`config.mk`:
```
export PLATFORM = sky130hd
export DESIGN_NAME = gpio_irq_ctrl
export DESIGN_NICKNAME = d
export VERILOG_FILES = /design/src/rtl/gpio_irq_pkg.sv /design/src/rtl/gpio_pin_sync.sv /design/src/rtl/gpio_trig_detect.sv /design/src/rtl/gpio_irq_merge.sv /design/src/rtl/gpio_irq_ctrl.sv
export SDC_FILE = /design/constraint.sdc
export NUM_CORES = 1
export LEC_CHECK = 0
export ABC_CLOCK_PERIOD_IN_PS = 6000
export BUFFER_PORTS_ARGS = -buffer_cell sky130_fd_sc_hd__buf_2
export CAP_MARGIN = 20
export CORE_UTILIZATION = 40
export CTS_CLUSTER_DIAMETER = 150
export DETAILED_ROUTE_END_ITERATION = 8
export GPL_TIMING_DRIVEN = 0
export HOLD_SLACK_MARGIN = 0.08
export SYNTH_ARGS = -nofsm -noshare
export SYNTH_HDL_FRONTEND = slang
export SYNTH_HIERARCHICAL = 1
export SYNTH_SLANG_ARGS = --single-unit
export TNS_END_PERCENT = 100
```
`constraint.sdc`:
```
create_clock -name clk -period 6 [get_ports clk]
set_input_delay 0 -clock clk [delete_from_list [all_inputs] [get_ports clk]]
set_output_delay 0 -clock clk [all_outputs]
set_load 0.01 [all_outputs]
```
`src/rtl/gpio_irq_pkg.sv`:
```
// Shared constants and the register decode for the GPIO interrupt controller.
// Assumes a byte-addressed bus with 32-bit aligned registers.
package gpio_irq_pkg;

    localparam int DATA_W = 32;
    localparam int ADDR_W = 8;

    localparam logic [ADDR_W-1:0] OFS_VALUE = 8'h00;
    localparam logic [ADDR_W-1:0] OFS_DIR   = 8'h04;
    localparam logic [ADDR_W-1:0] OFS_EN    = 8'h08;
    localparam logic [ADDR_W-1:0] OFS_RAW   = 8'h0C;
    localparam logic [ADDR_W-1:0] OFS_PEND  = 8'h10;
    localparam logic [ADDR_W-1:0] OFS_CLR   = 8'h14;
    localparam logic [ADDR_W-1:0] OFS_EDGE  = 8'h18;
    localparam logic [ADDR_W-1:0] OFS_POL   = 8'h1C;
    localparam logic [ADDR_W-1:0] OFS_VER   = 8'h20;
    localparam logic [ADDR_W-1:0] OFS_BOTH  = 8'h24;

    typedef enum logic [3:0] {
        SEL_VALUE, SEL_DIR, SEL_EN, SEL_RAW, SEL_PEND,
        SEL_CLR, SEL_EDGE, SEL_POL, SEL_VER, SEL_BOTH, SEL_NONE
    } reg_sel_e;

    // Map a byte address to a register selector.
    function automatic reg_sel_e decode_addr(input logic [ADDR_W-1:0] a);
        case (a)
            OFS_VALUE: return SEL_VALUE;
            OFS_DIR:   return SEL_DIR;
            OFS_EN:    return SEL_EN;
            OFS_RAW:   return SEL_RAW;
            OFS_PEND:  return SEL_PEND;
            OFS_CLR:   return SEL_CLR;
            OFS_EDGE:  return SEL_EDGE;
            OFS_POL:   return SEL_POL;
            OFS_VER:   return SEL_VER;
            OFS_BOTH:  return SEL_BOTH;
            default:   return SEL_NONE;
        endcase
    endfunction

endpackage

```
`src/rtl/gpio_pin_sync.sv`:
```
// Two-flop synchronizer for a vector of asynchronous pad inputs.
// Assumes each bit is independent; no multi-bit coherence is offered.
module gpio_pin_sync #(
    parameter int WIDTH = 32
) (
    input  logic             clk,
    input  logic             rst_n,
    input  logic [WIDTH-1:0] async_in,
    output logic [WIDTH-1:0] sync_out
);

    logic [WIDTH-1:0] stage1_q;
    logic [WIDTH-1:0] stage2_q;

    // Capture the pads, then re-time once more to settle metastability.
    always_ff @(posedge clk) begin
        if (!rst_n) begin
            stage1_q <= '0;
            stage2_q <= '0;
        end else begin
            stage1_q <= async_in;
            stage2_q <= stage1_q;
        end
    end

    assign sync_out = stage2_q;

endmodule

```
`src/rtl/gpio_trig_detect.sv`:
```
// Per-pin trigger detection and raw event latch.
// Assumes sync_in is already synchronous. The clear vector is valid for one
// cycle, and a clear wins over an event arriving in the same cycle.
module gpio_trig_detect #(
    parameter int NUM_PINS = 32
) (
    input  logic                clk,
    input  logic                rst_n,
    input  logic [NUM_PINS-1:0] sync_in,
    input  logic [NUM_PINS-1:0] edge_sel,
    input  logic [NUM_PINS-1:0] pol,
    input  logic [NUM_PINS-1:0] both,
    input  logic [NUM_PINS-1:0] clr,
    output logic [NUM_PINS-1:0] raw
);

    logic [NUM_PINS-1:0] prev_q;
    logic [NUM_PINS-1:0] evt;
    logic [NUM_PINS-1:0] raw_q;

    // Keep last cycle's sample for transition detection.
    always_ff @(posedge clk) begin
        if (!rst_n) prev_q <= '0;
        else        prev_q <= sync_in;
    end

    generate
        for (genvar i = 0; i < NUM_PINS; i++) begin : g_pin
            logic rise;
            logic fall;
            assign rise = sync_in[i] & ~prev_q[i];
            assign fall = ~sync_in[i] & prev_q[i];
            // Both-edge overrides; otherwise edge or level chosen by edge_sel.
            assign evt[i] = both[i]     ? (rise | fall) :
                            edge_sel[i] ? (pol[i] ? rise : fall) :
                                          ~(sync_in[i] ^ pol[i]);

            // a raw bit only rises when its trigger fired the cycle before.
            a_r5_latch_needs_event: assert property (@(posedge clk) disable iff (!rst_n)
                $rose(raw_q[i]) |-> $past(evt[i]));
        end
    endgenerate

    // Accumulate events; write-one-to-clear takes priority.
    always_ff @(posedge clk) begin
        if (!rst_n) raw_q <= '0;
        else        raw_q <= (raw_q | evt) & ~clr;
    end

    assign raw = raw_q;

    // every bit named in a clear is zero on the following cycle.
    a_r7_clear_wins: assert property (@(posedge clk) disable iff (!rst_n)
        (|clr) |=> ((raw_q & $past(clr)) == '0));

endmodule

```
`src/rtl/gpio_irq_merge.sv`:
```
// Masks raw events with the enables and registers the combined interrupt.
// Assumes raw and en are synchronous to clk.
module gpio_irq_merge #(
    parameter int NUM_PINS = 32
) (
    input  logic                clk,
    input  logic                rst_n,
    input  logic [NUM_PINS-1:0] raw,
    input  logic [NUM_PINS-1:0] en,
    output logic [NUM_PINS-1:0] pending,
    output logic                irq
);

    logic irq_q;

    assign pending = raw & en;

    // Register the OR of all pending bits to give a glitch-free line.
    always_ff @(posedge clk) begin
        if (!rst_n) irq_q <= 1'b0;
        else        irq_q <= |pending;
    end

    assign irq = irq_q;

    // with every enable off, the line is low on the next cycle.
    a_r9_masked_quiet: assert property (@(posedge clk) disable iff (!rst_n)
        (en == '0) |=> !irq_q);

endmodule

```
`src/rtl/gpio_irq_ctrl.sv`:
```
// GPIO controller top: register bank, read mux, pin synchronizer, trigger
// detection and interrupt merge. Assumes NUM_PINS <= 32, a single-cycle write
// strobe and combinational reads.
module gpio_irq_ctrl
    import gpio_irq_pkg::*;
#(
    parameter int          NUM_PINS = 32,
    parameter logic [31:0] VERSION  = 32'h0001_0000
) (
    input  logic                clk,
    input  logic                rst_n,
    input  logic [ADDR_W-1:0]   bus_addr,
    input  logic                bus_wr,
    input  logic [DATA_W-1:0]   bus_wdata,
    output logic [DATA_W-1:0]   bus_rdata,
    input  logic [NUM_PINS-1:0] pin_in,
    output logic [NUM_PINS-1:0] pin_out,
    output logic [NUM_PINS-1:0] pin_oe,
    output logic                irq
);

    localparam int N = NUM_PINS;

    reg_sel_e     sel;
    logic [N-1:0] wr_bits;
    logic [N-1:0] dir_q, out_q, en_q, edge_q, pol_q, both_q;
    logic [N-1:0] sync_in, raw, pending, clr_vec, value_rd;

    assign sel     = decode_addr(bus_addr);
    assign wr_bits = bus_wdata[N-1:0];
    assign clr_vec = (bus_wr && sel == SEL_CLR) ? wr_bits : '0;

    // Configuration registers, written by address on the strobe.
    always_ff @(posedge clk) begin
        if (!rst_n) begin
            dir_q  <= '1;
            out_q  <= '0;
            en_q   <= '0;
            edge_q <= '0;
            pol_q  <= '0;
            both_q <= '0;
        end else if (bus_wr) begin
            case (sel)
                SEL_VALUE: out_q  <= wr_bits;
                SEL_DIR:   dir_q  <= wr_bits;
                SEL_EN:    en_q   <= wr_bits;
                SEL_EDGE:  edge_q <= wr_bits;
                SEL_POL:   pol_q  <= wr_bits;
                SEL_BOTH:  both_q <= wr_bits;
                default:   ;
            endcase
        end
    end

    gpio_pin_sync #(.WIDTH(N)) u_sync (
        .clk      (clk),
        .rst_n    (rst_n),
        .async_in (pin_in),
        .sync_out (sync_in)
    );

    gpio_trig_detect #(.NUM_PINS(N)) u_detect (
        .clk      (clk),
        .rst_n    (rst_n),
        .sync_in  (sync_in),
        .edge_sel (edge_q),
        .pol      (pol_q),
        .both     (both_q),
        .clr      (clr_vec),
        .raw      (raw)
    );

    gpio_irq_merge #(.NUM_PINS(N)) u_merge (
        .clk     (clk),
        .rst_n   (rst_n),
        .raw     (raw),
        .en      (en_q),
        .pending (pending),
        .irq     (irq)
    );

    assign value_rd = (sync_in & dir_q) | (out_q & ~dir_q);

    // Read mux; unused upper bits and unmapped offsets return zero.
    always_comb begin
        bus_rdata = '0;
        case (sel)
            SEL_VALUE: bus_rdata = DATA_W'(value_rd);
            SEL_DIR:   bus_rdata = DATA_W'(dir_q);
            SEL_EN:    bus_rdata = DATA_W'(en_q);
            SEL_RAW:   bus_rdata = DATA_W'(raw);
            SEL_PEND:  bus_rdata = DATA_W'(pending);
            SEL_EDGE:  bus_rdata = DATA_W'(edge_q);
            SEL_POL:   bus_rdata = DATA_W'(pol_q);
            SEL_BOTH:  bus_rdata = DATA_W'(both_q);
            SEL_VER:   bus_rdata = VERSION;
            default:   bus_rdata = '0;
        endcase
    end

    assign pin_out = out_q;
    assign pin_oe  = ~dir_q;

    // a direction write shows on the output enables after its edge.
    a_r2_dir_write: assert property (@(posedge clk) disable iff (!rst_n)
        (bus_wr && sel == SEL_DIR) |=> (pin_oe == ~$past(wr_bits)));

endmodule

```
## Word-level counts from Yosys, hierarchy flattened

Cells that the tools add are included.
Widths: inputs -> output; s select.

| operators by class | value |
|---|---|
| equal/unequal tests | 18 |
| muxes and demuxes | 99 |
| bitwise gates (word level) | 232 |
| reduce and logical (&&, ||, !) cells | 10 |

Operator list:

| kind | number |
|---|---|
| $pmux 32 s9 | 1 |
| $and 32x32->32 | 4 |
| $mux 1 | 96 |
| $not 1->1 | 96 |
| $and 1x1->1 | 64 |
| $not 32->32 | 2 |
| $or 32x32->32 | 2 |
| $pmux 4 s10 | 1 |
| $eq 8x5->1 const B | 4 |
| $mux 32 | 1 |
| $or 1x1->1 | 32 |
| $reduce_or 32->1 | 1 |
| $xor 1x1->1 | 32 |
| $eq 4x3->1 const B | 4 |
| $eq 8x4->1 const B | 2 |
| $eq 8x6->1 const B | 2 |
| $reduce_and 2->1 | 6 |
| $eq 4x2->1 const B | 2 |
| $eq 4x4->1 const B | 2 |
| $eq 8x3->1 const B | 1 |
| $logic_not 8->1 | 1 |
| $eq 4x1->1 const B | 1 |
| $logic_not 4->1 | 1 |
| $logic_and 1x1->1 | 1 |

| word-level totals | value |
|---|---|
| register bits | 321 |
| bits of input ports | 75 |
| output and inout bits | 97 |

## Longest topological paths before layout

| logic depth | value |
|---|---|
| word-level depth | 7 |
| gate-level depth with buffers | 8 |
| gate-level depth less buffers | 6 |

## Modules after synthesis

The synthesis kept the hierarchy.

Modules (own cells, without submodules):

| module | times used | cells each | area each (sq um) | seq. area each (sq um) |
|---|---|---|---|---|
| gpio_irq_ctrl | 1 | 1242 | 9761.9 | 3843.7 |
| gpio_trig_detect | 1 | 455 | 4151.5 | 1281.2 |
| gpio_pin_sync | 1 | 134 | 1791.7 | 1281.2 |
| gpio_irq_merge | 1 | 46 | 319.1 | 20.0 |

## Worst setup path before layout

Ideal clock, no wire load.

| timing path | value |
|---|---|
| kind | flip-flop to flip-flop |
| start | register u_detect.raw_q[25], in the netlist u_detect/raw[25] |
| end | register u_merge.irq_q, in the netlist u_merge/irq |
| arrival | 1750 ps |
| required time | 5875 ps |
| path slack | 4125 ps |
| stages on the path, launching flop included | 5 |
| clock period less this slack | 1875 ps |
| cell sequence | dfxtp_1 -> and2_4 -> or4_1 -> or4_1 -> o41a_1 |

| on the way | value |
|---|---|
| word-level cells in the longest chain between the ends | 2 |

Ends and longest elaborated chain:

| element | RTL line | source |
|---|---|---|
| from (decl) | gpio_trig_detect.sv:19 | `logic [NUM_PINS-1:0] raw_q;` |
| from (signal assigned) | gpio_trig_detect.sv:47 | `else raw_q <= (raw_q \| evt) & ~clr;` |
| $and 32x32->32 | gpio_irq_merge.sv:16 | `assign pending = raw & en;` |
| named net pending[25] | gpio_irq_ctrl.sv:27 | `logic [N-1:0] sync_in, raw, pending, clr_vec, value_rd;` |
| $reduce_or 32->1 | gpio_irq_merge.sv:21 | `else irq_q <= \|pending;` |
| to (signal assigned) | gpio_irq_merge.sv:21 |  |
| to (decl) | gpio_irq_merge.sv:14 | `logic irq_q;` |

The timed path passes the listed nets, and every way through them passes these cells.
A chain may end at the register's enable or synchronous reset.

## Worst setup path after layout

| timing path | value |
|---|---|
| start | input bus_addr[1] |
| end | output bus_rdata[3] |

| on the way | value |
|---|---|
| word-level cells in the longest chain between the ends | 4 |
| elaborated cells on any way between the ends | 21 |

Ends and longest elaborated chain:

| element | RTL line | source |
|---|---|---|
| from (decl) | gpio_irq_ctrl.sv:12 | `input logic [ADDR_W-1:0] bus_addr,` |
| $eq 8x6->1 (tied with other cells) | gpio_irq_pkg.sv:26 | `case (a)` |
| $pmux 4 s10 * | gpio_irq_pkg.sv:26 |  |
| $eq 4x4->1 (tied with other cells) | gpio_irq_ctrl.sv:87 | `case (sel)` |
| $pmux 32 s9 * | gpio_irq_ctrl.sv:87 |  |
| to (decl) | gpio_irq_ctrl.sv:15 | `output logic [DATA_W-1:0] bus_rdata,` |

Every way passes the cells marked *; elsewhere a longest branch is shown, timed or not.

==> results by group <==
Yosys
  – Dominant cell type by area after synthesis: dfxtp_1
  – Synth Instances: 1,877
  – Top cells by area, synth: dfxtp_1 (40%), nand2_1 (7.5%), ha_1 (5.0%)
  – Post-synth EDFFs: 0
  – Syn Std Cell Area: 16,000 um^2
  – Mapped Nets: 2,016
  – Sequential share of the synthesized area: 40.1%
  – YS warnings: 6
  – FF+latch count, synth: 321
  – Mean post-synth cell area: 8.54 um^2
  – Synth cell count leaders: dfxtp_1 (321), nand2_1 (321), inv_1 (152), a21boi_1 (96), and2_2 (96)
  – Yosys cell types: 57
  – Post-synth top flop: dfxtp_1
  – Top cell type's share of synthesized area: about two fifths
  – Asr flop ratio synth: 0%

GRT
  – Largest net degree at the start of global routing: 17
  – GR Util All Layers: between 30 and 40%
  – Number of global-route vias before repair: 14,374
  – Grt ovf: 0
  – Initial antenna violation count: 2
  – First-pass GRT wire length: ~93 mm

STA
  – Final WS setup: 3.11 ns
  – RSZ-0062 raised after global routing: no
  – Final Hold Vio Count: 0
  – Max transition margin: 17.0%
  – Tcrit/Tclk final: 48.2%
  – Final count of negative-setup-slack endpoints: 0
  – Final slew viol count: 0
  – Clock skew: 0.0212 ns
  – Measured slew at the worst slew-check pin: around 1.2 ns
  – Max Freq: 346 MHz
  – Min Clock Period, post-route: 2.89 ns
  – TNS Setup: 0 ns

Clocking
  – Clock root buffer: clkbuf_16
  – H-tree levels: 2
  – Clock-pin slew on the worst setup and hold paths: 0.06 ns
  – Clock Latency Late Sink: 0.57 ns
  – Maximum clock path buffer count: 3
  – Number of clock sinks: 321
  – Total CTS buffers: 38
  – Post-CTS Setup Bufs: 0
  – # resized after CTS: 0
  – # hold bufs at CTS: 68
  – CTS tree: done

Detailed routing
  – DRC Markers: 0
  – WL final: 63.9 mm
  – DR pass1 iterations: 5
  – Via count: 15,289
  – Wire per inst: approximately 24 um
  – Via density: 5.65
  – Final ANT Viol Nets: 0
  – Number of DRC markers in iteration 0: 1,631

Critical path
  – Critical Path AT: 2.89 ns
  – Crit path kind: in2out
  – Critical path endpoint category: output pin
  – Reg2reg setup slack: 3.75 ns
  – R2R depth: 4
  – Worst-path maximum fanout: 10
  – R2R Path End: u_merge/irq
  – Worst reg2reg startpoint: u_detect/raw[24]
  – Critical Path Start Type: input port
  – Req. time, crit path: 6.00 ns

Placement
  – Cell Area, Placed: 17,600 um^2
  – GPL Wtd Cong: between 0.9 and 1
  – Pre-CTS setup slack: 3.18 ns
  – Hpwl dp: between 40 and 50 mm
  – Cells after DPL: roughly 2,600
  – PortBufs: 170

Floorplanning
  – Starting Density: 41.0%
  – Placement Rows: a little over 70
  – Die X: 202 um
  – # IOs: 172
  – Core area: 39,100 um^2
  – Die height: 202 um
  – DIE AREA: 40,900 um^2

Worst hold path
  – HP Start: bus_wr
  – HP Class: in2reg
  – Hold Path Sink: en_q[31]
  – Hold Path Depth: 4

Cells and area
  – Final nets: 2,298
  – Layout Cell Area excl Fill: 19,600 um^2
  – Area grow syn2layout: 22.1%
  – Share of cells above drive strength 1: 18.5%
  – Post-layout util: about 50%
  – Final Non-Filler Cells: between 2,000 and 3,000

Power and ir drop
  – Maximum vdd ir drop: 0.168 mV
  – Power Density: about 260 nW/um^2
  – Pleak: 7.68 nW

Status
  – Status: finished, final reports clean

Job
  – Max cap viols: 0
through the flow:
| stage | hold slack, ns | total power, mW |
|---|---|---|
| 6_report | 0.187 | 4.99 |
| 3_3_place_gp | 0.220 | 2.57 |
| 2_1_floorplan | 0.130 | 2.42 |
| 3_5_place_dp | 0.223 | 2.58 |
| 4_1_cts | 0.139 | 5.00 |
| 5_1_grt | 0.192 | 5.13 |
cell families (layout without fill, tap and decap cells):
logic type / after synthesis / in the layout / synth area share (%)
adder cells (fa/ha/maj): 64 / 64 / 5.00
buffers and inverters: 281 / 589 / 7.05
other: 0 / 2 / 0
AND/OR/NAND/NOR: 682 / 682 / 21.5
flip-flops: 321 / 321 / 40.1
AO/OA/AOI/OAI: 464 / 464 / 22.3
multiplexers: 65 / 65 / 4.07
routing by layer:
layer / global-route usage (%) / wire length, um / vias up
li1: - / - / 7046
met1: 41.2 / 27000 / 7280
met2: 46.4 / 27600 / 781
met3: 5.89 / 5830 / 182
met4: 17.2 / 3510 / 0
met5: 0.119 / 0 / -
layout by cell type (no fill, tap or decap), types with 11 or more instances in the layout:
cell             n
a21boi_1        96
o2bb2ai_1       14
and2_1          66
nand3_1         80
ha_1            64
nand2_1        321
mux2i_1         64
clkbuf_8        11
clkbuf_16       41
o211ai_1        33
o311a_1         32
dlygate4sd3_1   68
buf_2          203
o32ai_2         19
a21oi_1         15
a22oi_1         25
a211oi_1        64
nor2_1          40
a22o_1          31
and2_2          96
o21ai_0         40
o21ai_1         61
clkbuf_1        88
dfxtp_1        321
nor2b_1         35
inv_1          152
power by group:
| group | switching (mW) | leakage, nW | internal, mW |
|---|---|---|---|
| clock | 0.943 | 0.631 | 1.46 |
| sequential | 0.0331 | 2.62 | 2.17 |
| combinational | 0.231 | 4.44 | 0.146 |
| total | 1.21 | 7.68 | 3.78 |
worst max path at each step:
stage	from	slack, ns	depth (start not counted)	to
2_1_floorplan	u_detect/raw[25]	4.13	4	u_merge/irq
3_3_place_gp	bus_addr[1]	3.24	8	bus_rdata[1]
3_5_place_dp	bus_addr[5]	3.18	7	pin_out[16]
4_1_cts	bus_addr[1]	3.23	8	bus_rdata[1]
5_1_grt	bus_addr[1]	3.13	9	bus_rdata[1]
6_report	bus_addr[1]	3.11	9	bus_rdata[3]
worst max-delay path, cell delays in order:
cell and delay (ns):
buf_2 0.11, nor4_2 0.66, buf_4 0.28, buf_2 0.22, and3_1 0.39, clkbuf_1 0.75, nand2_1 0.13, nand3_1 0.17
buf_2 0.16
layout make-up:
class	instances	area [um^2]
Sequential cell	321	6430
Inverter	153	574
Clock buffer	61	1210
Antenna cell	2	5.00
Buffer	128	556
Fill cell	3781	19500
Multi-Input combinational cell	1275	8470
Clock inverter	5	77.6
Tap cell	518	648
Timing Repair Buffer	242	1590
Note: power is estimated with default switching activity, not from simulation.
